$ cat config.mk
export PLATFORM = sky130hd
export DESIGN_NAME = symm_pwm_timer
export DESIGN_NICKNAME = d
export VERILOG_FILES = /design/src/rtl/symm_pwm_pkg.sv /design/src/rtl/symm_pwm_dp.sv /design/src/rtl/symm_pwm_ctrl.sv /design/src/rtl/symm_pwm_aq.sv /design/src/rtl/symm_pwm_timer.sv
export SDC_FILE = /design/constraint.sdc
export NUM_CORES = 1
export LEC_CHECK = 0
export ABC_AREA = 0
export BUFFER_PORTS_ARGS = -buffer_cell sky130_fd_sc_hd__buf_2
export CAP_MARGIN = 20
export CORE_MARGIN = 5
export CORE_UTILIZATION = 40
export CTS_BUF_LIST = sky130_fd_sc_hd__clkbuf_4 sky130_fd_sc_hd__clkbuf_8 sky130_fd_sc_hd__clkbuf_16
export CTS_CLUSTER_SIZE = 24
export DETAILED_ROUTE_END_ITERATION = 10
export MAX_ROUTING_LAYER = met4
export PLACE_DENSITY_LB_ADDON = 0.12
export SETUP_SLACK_MARGIN = 0.4
export SYNTH_ARGS = -nofsm -noshare
export SYNTH_HDL_FRONTEND = slang
export SYNTH_SLANG_ARGS = --single-unit
$ cat constraint.sdc
create_clock -name clk -period 4.45 [get_ports clk]
set_input_delay 0 -clock clk [delete_from_list [all_inputs] [get_ports clk]]
set_output_delay 0 -clock clk [all_outputs]
set_load 0.03 [all_outputs]
$ cat src/rtl/symm_pwm_pkg.sv
package symm_pwm_pkg;
  // strobes from control to datapath
  typedef struct packed {
    logic advance;
    logic loadCmp;
  } pwm_strobe_t;

  // carrier status from datapath to control
  typedef struct packed {
    logic foldHit;
    logic crossHit;
  } pwm_status_t;
endpackage

$ cat src/rtl/symm_pwm_dp.sv
module symm_pwm_dp
  import symm_pwm_pkg::*;
#(
  parameter int PERIOD_W = 8,
  parameter int STEP_W   = 6
) (
  input  logic                clk,
  input  logic                rst_n,
  input  logic [PERIOD_W-1:0] period,
  input  logic [STEP_W-1:0]   step,
  input  logic [PERIOD_W-1:0] compareIn,
  input  pwm_strobe_t         strobe,
  output pwm_status_t         status,
  output logic [PERIOD_W-1:0] carrier,
  output logic [PERIOD_W-1:0] activeCompare
);
  // headroom: the sum may reach period + 2*step before folding
  localparam int ACC_W = PERIOD_W + 3;

  logic signed [ACC_W-1:0] accQ;
  logic signed [ACC_W-1:0] accSum;
  logic signed [ACC_W-1:0] accFold;
  logic signed [ACC_W-1:0] accNext;
  logic signed [ACC_W-1:0] periodS;
  logic signed [ACC_W-1:0] stepTwice;
  logic [PERIOD_W-1:0]     cmpQ;

  assign periodS   = $signed({{(ACC_W-PERIOD_W){1'b0}}, period});
  assign stepTwice = $signed({{(ACC_W-STEP_W-1){1'b0}}, step, 1'b0});

  assign accSum  = accQ + stepTwice;
  assign accFold = accSum - (periodS <<< 1);

  always_comb begin
    status.foldHit  = accSum > periodS;
    accNext         = status.foldHit ? accFold : accSum;
    status.crossHit = accQ[ACC_W-1] & ~accNext[ACC_W-1];
  end

  always_ff @(posedge clk) begin
    if (!rst_n) begin
      accQ <= -periodS;
      cmpQ <= '0;
    end else begin
      if (strobe.advance) accQ <= accNext;
      if (strobe.loadCmp) cmpQ <= compareIn;
    end
  end

  assign carrier       = PERIOD_W'(accQ[ACC_W-1] ? -accQ : accQ);
  assign activeCompare = cmpQ;
endmodule

$ cat src/rtl/symm_pwm_ctrl.sv
module symm_pwm_ctrl
  import symm_pwm_pkg::*;
(
  input  logic        clk,
  input  logic        rst_n,
  input  logic        enable,
  input  pwm_status_t status,
  output pwm_strobe_t strobe,
  output logic        eventPulse
);
  logic eventQ;

  always_comb begin
    strobe.advance = enable;
    strobe.loadCmp = enable & (status.foldHit | status.crossHit);
  end

  always_ff @(posedge clk) begin
    if (!rst_n) eventQ <= 1'b0;
    else        eventQ <= strobe.loadCmp;
  end

  assign eventPulse = eventQ;
endmodule

$ cat src/rtl/symm_pwm_aq.sv
module symm_pwm_aq #(
  parameter int PERIOD_W = 8
) (
  input  logic                clk,
  input  logic                rst_n,
  input  logic [PERIOD_W-1:0] carrier,
  input  logic [PERIOD_W-1:0] compare,
  output logic                preA,
  output logic                preB
);
  logic aQ;

  always_ff @(posedge clk) begin
    if (!rst_n)                aQ <= 1'b0;
    else if (compare > carrier) aQ <= 1'b0;
    else if (compare < carrier) aQ <= 1'b1;
  end

  assign preA = aQ;
  assign preB = ~aQ;
endmodule

$ cat src/rtl/symm_pwm_timer.sv
module symm_pwm_timer
  import symm_pwm_pkg::*;
#(
  parameter int PERIOD_W = 8,
  parameter int STEP_W   = 6
) (
  input  logic                clk,
  input  logic                rst_n,
  input  logic                enable,
  input  logic [PERIOD_W-1:0] period,
  input  logic [STEP_W-1:0]   step,
  input  logic [PERIOD_W-1:0] compareIn,
  output logic [PERIOD_W-1:0] carrier,
  output logic [PERIOD_W-1:0] activeCompare,
  output logic                eventPulse,
  output logic                preA,
  output logic                preB
);
  pwm_strobe_t strobe;
  pwm_status_t status;

  symm_pwm_ctrl u_ctrl (
    .clk        (clk),
    .rst_n      (rst_n),
    .enable     (enable),
    .status     (status),
    .strobe     (strobe),
    .eventPulse (eventPulse)
  );

  symm_pwm_dp #(.PERIOD_W(PERIOD_W), .STEP_W(STEP_W)) u_dp (
    .clk           (clk),
    .rst_n         (rst_n),
    .period        (period),
    .step          (step),
    .compareIn     (compareIn),
    .strobe        (strobe),
    .status        (status),
    .carrier       (carrier),
    .activeCompare (activeCompare)
  );

  symm_pwm_aq #(.PERIOD_W(PERIOD_W)) u_aq (
    .clk     (clk),
    .rst_n   (rst_n),
    .carrier (carrier),
    .compare (activeCompare),
    .preA    (preA),
    .preB    (preB)
  );
endmodule

Word-level counts from Yosys, hierarchy flattened
Index checks and enable logic that the tools add are counted.
{"block": "op_classes", "n_addsub": 4, "order_cmp": 3, "eq_ne": 1, "mux": 4, "bitwise": 6, "n_reduce_logical": 1}
{"operator": "$mux W11", "count": 3}
{"operator": "$add A11 B8 Y11", "count": 1}
{"operator": "$gt A11 B9 Y1", "count": 1}
{"operator": "$neg A8 Y11", "count": 1}
{"operator": "$sub A11 B10 Y11", "count": 1}
{"operator": "$gt A8 B8 Y1", "count": 1}
{"operator": "$lt A8 B8 Y1", "count": 1}
{"operator": "$mux W8", "count": 1}
{"operator": "$neg A8 Y8", "count": 1}
{"operator": "$not A1 Y1", "count": 3}
{"operator": "$and A1 B1 Y1", "count": 2}
{"operator": "$ne A2 B1 Y1 const B", "count": 1}
{"operator": "$reduce_or A2 Y1", "count": 1}
{"operator": "$or A1 B1 Y1", "count": 1}
{"block": "word_totals", "reg_bits": 21, "in_bits": 25, "output_inout_bits": 19, "word_cells": 23}

Longest topological paths before layout
Gate-level depths: netlist of the first run.
{"block": "logic_depth", "ltp_word": 7, "ltp_mapped": 15}

By module
A second synthesis of the first run with hierarchy kept.
{"block": "unflattened", "cells_unflattened": 270, "area_unflattened_um2": 2366.0}
{"mod": "symm_pwm_dp", "n_inst": 1, "cells_per_inst": 235, "area_per_inst_um2": 2079.5}
{"mod": "symm_pwm_aq", "n_inst": 1, "cells_per_inst": 31, "area_per_inst_um2": 241.5}
{"mod": "symm_pwm_ctrl", "n_inst": 1, "cells_per_inst": 4, "area_per_inst_um2": 45.0}

Worst setup path after synthesis of the first run
No wires, ideal clock.
{"block": "synth_path", "path_type": "flip-flop to flip-flop", "from": "register u_dp.accQ[1]", "to": "register u_dp.accQ[2], data pin", "setup_ps": 270, "t_arrival_ps": 3038, "slack_ps": 1142, "stages_incl_launch_ff": 16, "n_path_buf": 0, "synth_period_minus_slack_ps": 3308, "path_cell_list": "edfxtp_1 > ha_1 > fa_1 > a21o_1 > nand3_1 > nand2_1 > a21oi_1 > xnor2_1 > ha_1 > nand3_1 > or2_1 > nor2_1 > a21oi_1 > o31ai_4 > mux2i_1 > a21oi_1"}
{"block": "synth_via", "elab_chain_cells": 5}
{"element": "start: declaration", "line": "symm_pwm_dp.sv:20", "rtl": "logic signed [ACC_W-1:0] accQ;"}
{"element": "start signal: assignment", "line": "symm_pwm_dp.sv:42", "rtl": "accQ <= -periodS;"}
{"element": "start signal: assignment", "line": "symm_pwm_dp.sv:45", "rtl": "if (strobe.advance) accQ <= accNext;"}
{"element": "$add A11 B8 Y11 *", "line": "symm_pwm_dp.sv:31", "rtl": "assign accSum = accQ + stepTwice;"}
{"element": "$sub A11 B10 Y11 / $gt A11 B9 Y1 (equally long branches)", "line": "symm_pwm_dp.sv:32, symm_pwm_dp.sv:35"}
{"element": "$mux W11 *", "line": "symm_pwm_dp.sv:36", "rtl": "accNext = status.foldHit ? accFold : accSum;"}
{"element": "$mux W11 *", "line": "symm_pwm_dp.sv:45"}
{"element": "$mux W11 *", "line": "symm_pwm_dp.sv:41", "rtl": "if (!rst_n) begin"}
Mark *: on every way between the ends. The rest lies on a longest branch, timed or not. The select of a mux whose other input is x is not followed.
A chain may end at the register's enable or synchronous reset.

Worst setup path after layout of the first run
{"block": "layout_path", "from": "register u_dp.accQ[1]", "to": "register u_dp.accQ[6], data pin"}
Same word-level chain as after synthesis.

==> run metrics, run 1 <==
largest cells by area after synthesis=ha_1, edfxtp_1, dfxtp_1; Total Routing Usage GR=0.158; hpwl dp=4.45 mm; initial core utilization=0.414; filler instances=569; Cells after DPL=381; main flop type after synthesis=edfxtp_1; Power Density=780 nW/um2; Levels on crit path=15; CP cell instances=ha_1 > fa_1 > a21o_1 > nand3_1 > nand2_1 > a21oi_1 > xnor2_1 > ha_1 > nand3_1 > or2_1 > nor2_1 > a21oi_1 > o31ai_4 > mux2i_1 > a21oi_1; Vias=2,045; Synth top area share=0.173; Synth cell types=45; max-cap viol count=0; crit-path most repeated cell=a21oi_1; Final Hold Fails=0; Area after DPL=2580 um2; full die area=7390 um2; leakage=1.22 nW; core area=5570 um2; switching part of the total=0.516; reg-to-reg slack, setup=780 ps; Vert. Die Dim=86.0 um; Synth Net Count=333; CP Capture Point=u_dp.accQ[6]; Worst Skew=2.41 ps; DRC Markers=0; overall routed net length=5.45 mm; combinational power share=0.768; final instance area=2710 um2; Max VDD drop=441 uV; Post-Layout Cell Count=393; power share of the clock group=0.063; NetSw=1.09 mW; vias per cell=5.20; critical path class=reg2reg; Flop pwr share=0.169; final core utilization=0.485; CP endpoint kind=flip-flop; worst r2r dst=u_dp.accQ[6]; antenna-violating nets left=0; CP max stage delay=480 ps; largest net degree at the start of global routing=43; status=completed; cell taking the most area after synthesis=ha_1; antenna violations before repair=0; number of synthesized flops with an enable pin=11; drt pass-1 iters=4; global-route wire length before repair=9.36 mm; FF-to-FF path depth=15; worst path buffer plus inverter count=0; CP startpoint kind=flip-flop; Post-Syn Area=2310 um2; Clock Latency Late Sink=260 ps; Die Wd=86.0 um; Achievable Freq=0.272 GHz; Final Critical Period=3670 ps; YS warnings=0; Syn-to-layout area delta=17.2%; crit path DAT=3650 ps; unrepaired setup endpoints after global routing=no; ratio of cells with drive above 1 in the final layout=0.171; H-tree depth=1; total power=2.11 mW; Yosys reg bits=21; Rel. slew slack=0.519; DRT iter0 DRCs=116; max-slew violations=0; Num CTS Buffers=3; Layout Nets=381; clk slew on worst S/H paths=80 ps; Final setup viols=0; fin crit share=0.825; root buffer cell=clkbuf_8; vias in the first global route=2,070; port bufs=43; n_diodes=0; Hold WC Path Type=in2reg; Cells after Synth=274; critical path fanouts, max=10; Slowest-stage cell, CP=o31ai_4; Worst EP required=4430 ps; number of buffers added for setup after CTS=0; FFs w/ async S/R, synth=0; synthesized area per cell=8.43 um2; CTS tree=done; sequential area share after synthesis=0.230; Sum Neg Setup Slack=0 ps; Internal=1.02 mW; Post-synth top cells=ha_1, nand2_1, inv_1; CTS max path bufs=2; IO Count=44; Placer Congestion=0.854; row cnt=27; clk sinks=21; crit path launch=u_dp.accQ[1]; worst flop-to-flop path startpoint=u_dp.accQ[1]; Worst Tran Pin Value=721 ps; Routed WL per cell=13.9 um; total global routing overflow=0; CP delay by family, top=compound AO/OA/AOI/OAI gates
-- power groups by stage --
stage | clock (mW) | combinational (mW) | sequential, mW
after floorplan | 0 | 1.27 | 0.370
after global placement | 0 | 1.61 | 0.363
after detailed placement | 0 | 1.61 | 0.362
after CTS | 0.139 | 1.63 | 0.357
after global routing | 0.148 | 1.83 | 0.371
final | 0.133 | 1.62 | 0.357
-- metrics by stage --
stage | worst slack (ps) | hold slack (ps)
2_1_floorplan | 1140 | 142
3_3_place_gp | 920 | 249
3_5_place_dp | 770 | 258
4_1_cts | 743 | 3.44
5_1_grt | 437 | 22.3
6_report | 778 | 5.68
-- layer usage --
metal / routed length (um) / vias up / track usage
met5: 0 / - / -
met4: 44 / 0 / 0.0432
met3: 273 / 2 / 0.0183
met2: 2540 / 47 / 0.278
met1: 2590 / 923 / 0.190
li1: - / 1073 / -
-- logic make-up (layout without fill, tap and decap cells) --
kind of cell	count (synthesis)	count (layout)	synth area share
AOI/OAI and AO/OA	62	62	0.192
xor gates and xnor gates	21	21	0.0829
adders and majority gates	34	34	0.191
buffers and inverters	35	82	0.0602
DFF	21	21	0.230
muxes	12	12	0.0520
and+or+nand+nor	89	89	0.192
-- area by class of cell --
cell class,instances,area [um2],share of cell area
Multi-Input combinational cell,218,1640,0.606
Sequential cell,21,531,0.196
Timing Repair Buffer,51,295,0.109
Inverter,27,101,0.0375
Tap cell,72,90.1,0.0333
Clock buffer,4,48.8,0.0180
-- worst min path at each step --
stage | startpoint | to | slack, ps | depth (start not counted)
after CTS | enable | u_ctrl.eventPulse | 3 | 3
after floorplan | enable | u_ctrl.eventPulse | 140 | 2
after global routing | enable | u_ctrl.eventPulse | 20 | 3
after detailed placement | compareIn[0] | u_dp.activeCompare[0] | 260 | 3
after global placement | compareIn[1] | u_dp.activeCompare[1] | 250 | 3
final | enable | u_ctrl.eventPulse | 6 | 3
-- tightest hold or removal path, stage by stage --
cell	delay, ps
buf_2	120
nand3_1	70
nor2_1	40
-- sequential cells by signal, indices dropped and copies added, names as in the netlist --
signal and cells:
u_dp.accQ 11, u_dp.activeCompare 8, u_aq.preA 1, u_ctrl.eventPulse 1
-- repair_timing --
item,CTS,global route
hold endpoints to repair,8,0
hold buffers,8,0
gates resized for setup,0,0
-- cells in the final DEF (no fill, tap or decap), drive strengths merged, types with 2 or more instances in the layout --
cell / count
nand2b: 5
a31oi: 4
or2: 3
o21bai: 2
nand3: 11
nor2: 14
o21a: 7
edfxtp: 11
nor4: 5
o31ai: 4
inv: 27
dfxtp: 10
mux2i: 12
o211ai: 4
a21oi: 19
nor3: 4
nand2: 32
buf: 43
ha: 32
o221ai: 2
nand4: 4
or3: 3
a21o: 3
xor2: 4
nor2b: 5
clkbuf: 4
xnor2: 17
fa: 2
o21ai: 9
nand4b: 2
dlygate4sd3: 8
Power figures use the tool's default switching activity.
==> run 2: changes to the inputs <==
Clock period 4.45 ns to 2.9 ns, I/O delays scaled along.
==> run metrics, run 2 (synthesis gave the netlist of run 1 again) <==
Rel. slew slack=0.586; CTS tree=done; Layout Nets=431; overall routed net length=6.33 mm; clk sinks=21; max-cap viol count=0; vias in the first global route=2,251; most frequent cells in the layout=buf_4, buf_2, nand2_1, ha_1, inv_1; Power Density=1280 nW/um2; leakage=1.49 nW; status=finished, violations left; Placer Congestion=0.793; root buffer cell=clkbuf_8; critical path class=reg2reg; Hold WC Path Type=in2reg; Syn-to-layout area delta=40.2%; Worst Tran Pin Value=618 ps; CP endpoint kind=flip-flop; Sequential Area=531 um2; failing checks=setup timing; register name with the most flops=u_dp.accQ; max-slew violations=0; most common cell after layout, fill and taps aside=buf_4; full die area=7390 um2; Sum Neg Setup Slack=-7070 ps; Internal=2.17 mW; Routed WL per cell=14.3 um; Vert. Die Dim=86.0 um; clk slew on worst S/H paths=90 ps; critical path fanouts, max=5; Worst EP required=3030 ps; Final setup viols=19; Achievable Freq=0.299 GHz; unrepaired setup endpoints after global routing=yes; Num CTS Buffers=3; area of the multi-input gates=1780 um2; Clock Latency Late Sink=270 ps; power share of the clock group=0.052; NetSw=1.98 mW; CP max stage delay=400 ps; Die Wd=86.0 um; DRC Markers=0; Total Routing Usage GR=0.178; Flop pwr share=0.131; Slowest-stage cell, CP=edfxtp_1; vias per cell=5.12; core area=5570 um2; combinational power share=0.817; total global routing overflow=0; ratio of cells with drive above 1 in the final layout=0.323; antenna-violating nets left=0; DP Worst Slack=-481 ps; row cnt=27; CP delay by family, top=compound AO/OA/AOI/OAI gates; Vias=2,268; switching part of the total=0.477; Worst Skew=6.54 ps; DRT iter0 DRCs=137; port bufs=43; CP cell instances=ha_2 > fa_2 > a21o_1 > nand3_2 > nand2_1 > a21oi_2 > xnor2_2 > ha_1 > nand3_1 > or2_1 > a21o_1 > a21oi_2 > buf_4 > o31ai_4 > buf_6 > or2_1 > a31oi_1; hpwl dp=4.91 mm; setup ws final=-447 ps; H-tree depth=1; global-route wire length before repair=10.3 mm; Final Hold Fails=0; IO Count=44; antenna violations before repair=0; fin crit share=1.15; n_diodes=0; number of flip-flops in the largest register=11; Final Critical Period=3350 ps; crit path DAT=3470 ps; CP startpoint kind=flip-flop; final core utilization=0.580; largest net degree at the start of global routing=24; drt pass-1 iters=5; filler instances=535; CTS max path bufs=2; worst path buffer plus inverter count=2; Max VDD drop=720 uV; initial core utilization=0.414
[run 2: cell count changes in the layout (fill, tap and decap cells not counted), sizes merged]
cell         previous run  this run
dlygate4sd3             8         9
o31ai                   4         5
buf                    43        91
[run 2: tightest hold or removal path, cell delays in order]
cell	delay [ps]
buf_2	140
inv_1	70
nor2_1	90
[run 2: metrics by stage]
stage | hold slack, ps | area (um2) | total power [mW] | instances
3_5_place_dp | 260 | 2850 | 3.49 | 414
3_3_place_gp | 248 | 2850 | 3.45 | 414
2_1_floorplan | 142 | 2330 | 2.54 | 274
5_1_grt | 139 | 3240 | 4.53 | 443
4_1_cts | 117 | 3110 | 3.95 | 437
6_report | 126 | 3240 | 4.15 | 443
[run 2: worst paths after layout]
path,depth (start not counted),slack (ps),to,startpoint
worst max register to register,17,-450,u_dp.accQ[1],u_dp.accQ[1]
worst min-delay path,3,130,u_dp.accQ[0],period[0]
worst max-delay path,17,-450,u_dp.accQ[1],u_dp.accQ[1]
worst min register to register,2,480,u_dp.activeCompare[0],u_dp.activeCompare[0]
[run 2: metal layers]
| layer | wire [um] | GRT usage | vias up |
|---|---|---|---|
| met5 | 0 | - | - |
| met4 | 51 | 0.0518 | 0 |
| met3 | 236 | 0.0144 | 6 |
| met2 | 3200 | 0.324 | 52 |
| met1 | 2830 | 0.208 | 1036 |
| li1 | - | - | 1174 |
[run 2: cell type report]
cell class,instances,share of cell area
multi-input combinational,219,0.550
inverter,27,0.0313
timing repair buffer,100,0.212
tap,72,0.0278
clock buffer,4,0.0151
sequential,21,0.164
[run 2: repair_timing]
item	CTS	global route
hold endpoints to repair	9	0
setup endpoints to repair	20	20
gates resized for setup	6	15
hold buffers	9	0
setup buffers	9	6
pin swaps	15	9
cloned	1	0
[run 2: power groups by stage]
stage	combinational (mW)	clock (mW)	sequential [mW]
final	3.39	0.215	0.545
after CTS	3.19	0.222	0.538
after global routing	3.73	0.231	0.563
after detailed placement	2.95	0	0.543
after global placement	2.91	0	0.540
after floorplan	1.97	0	0.568
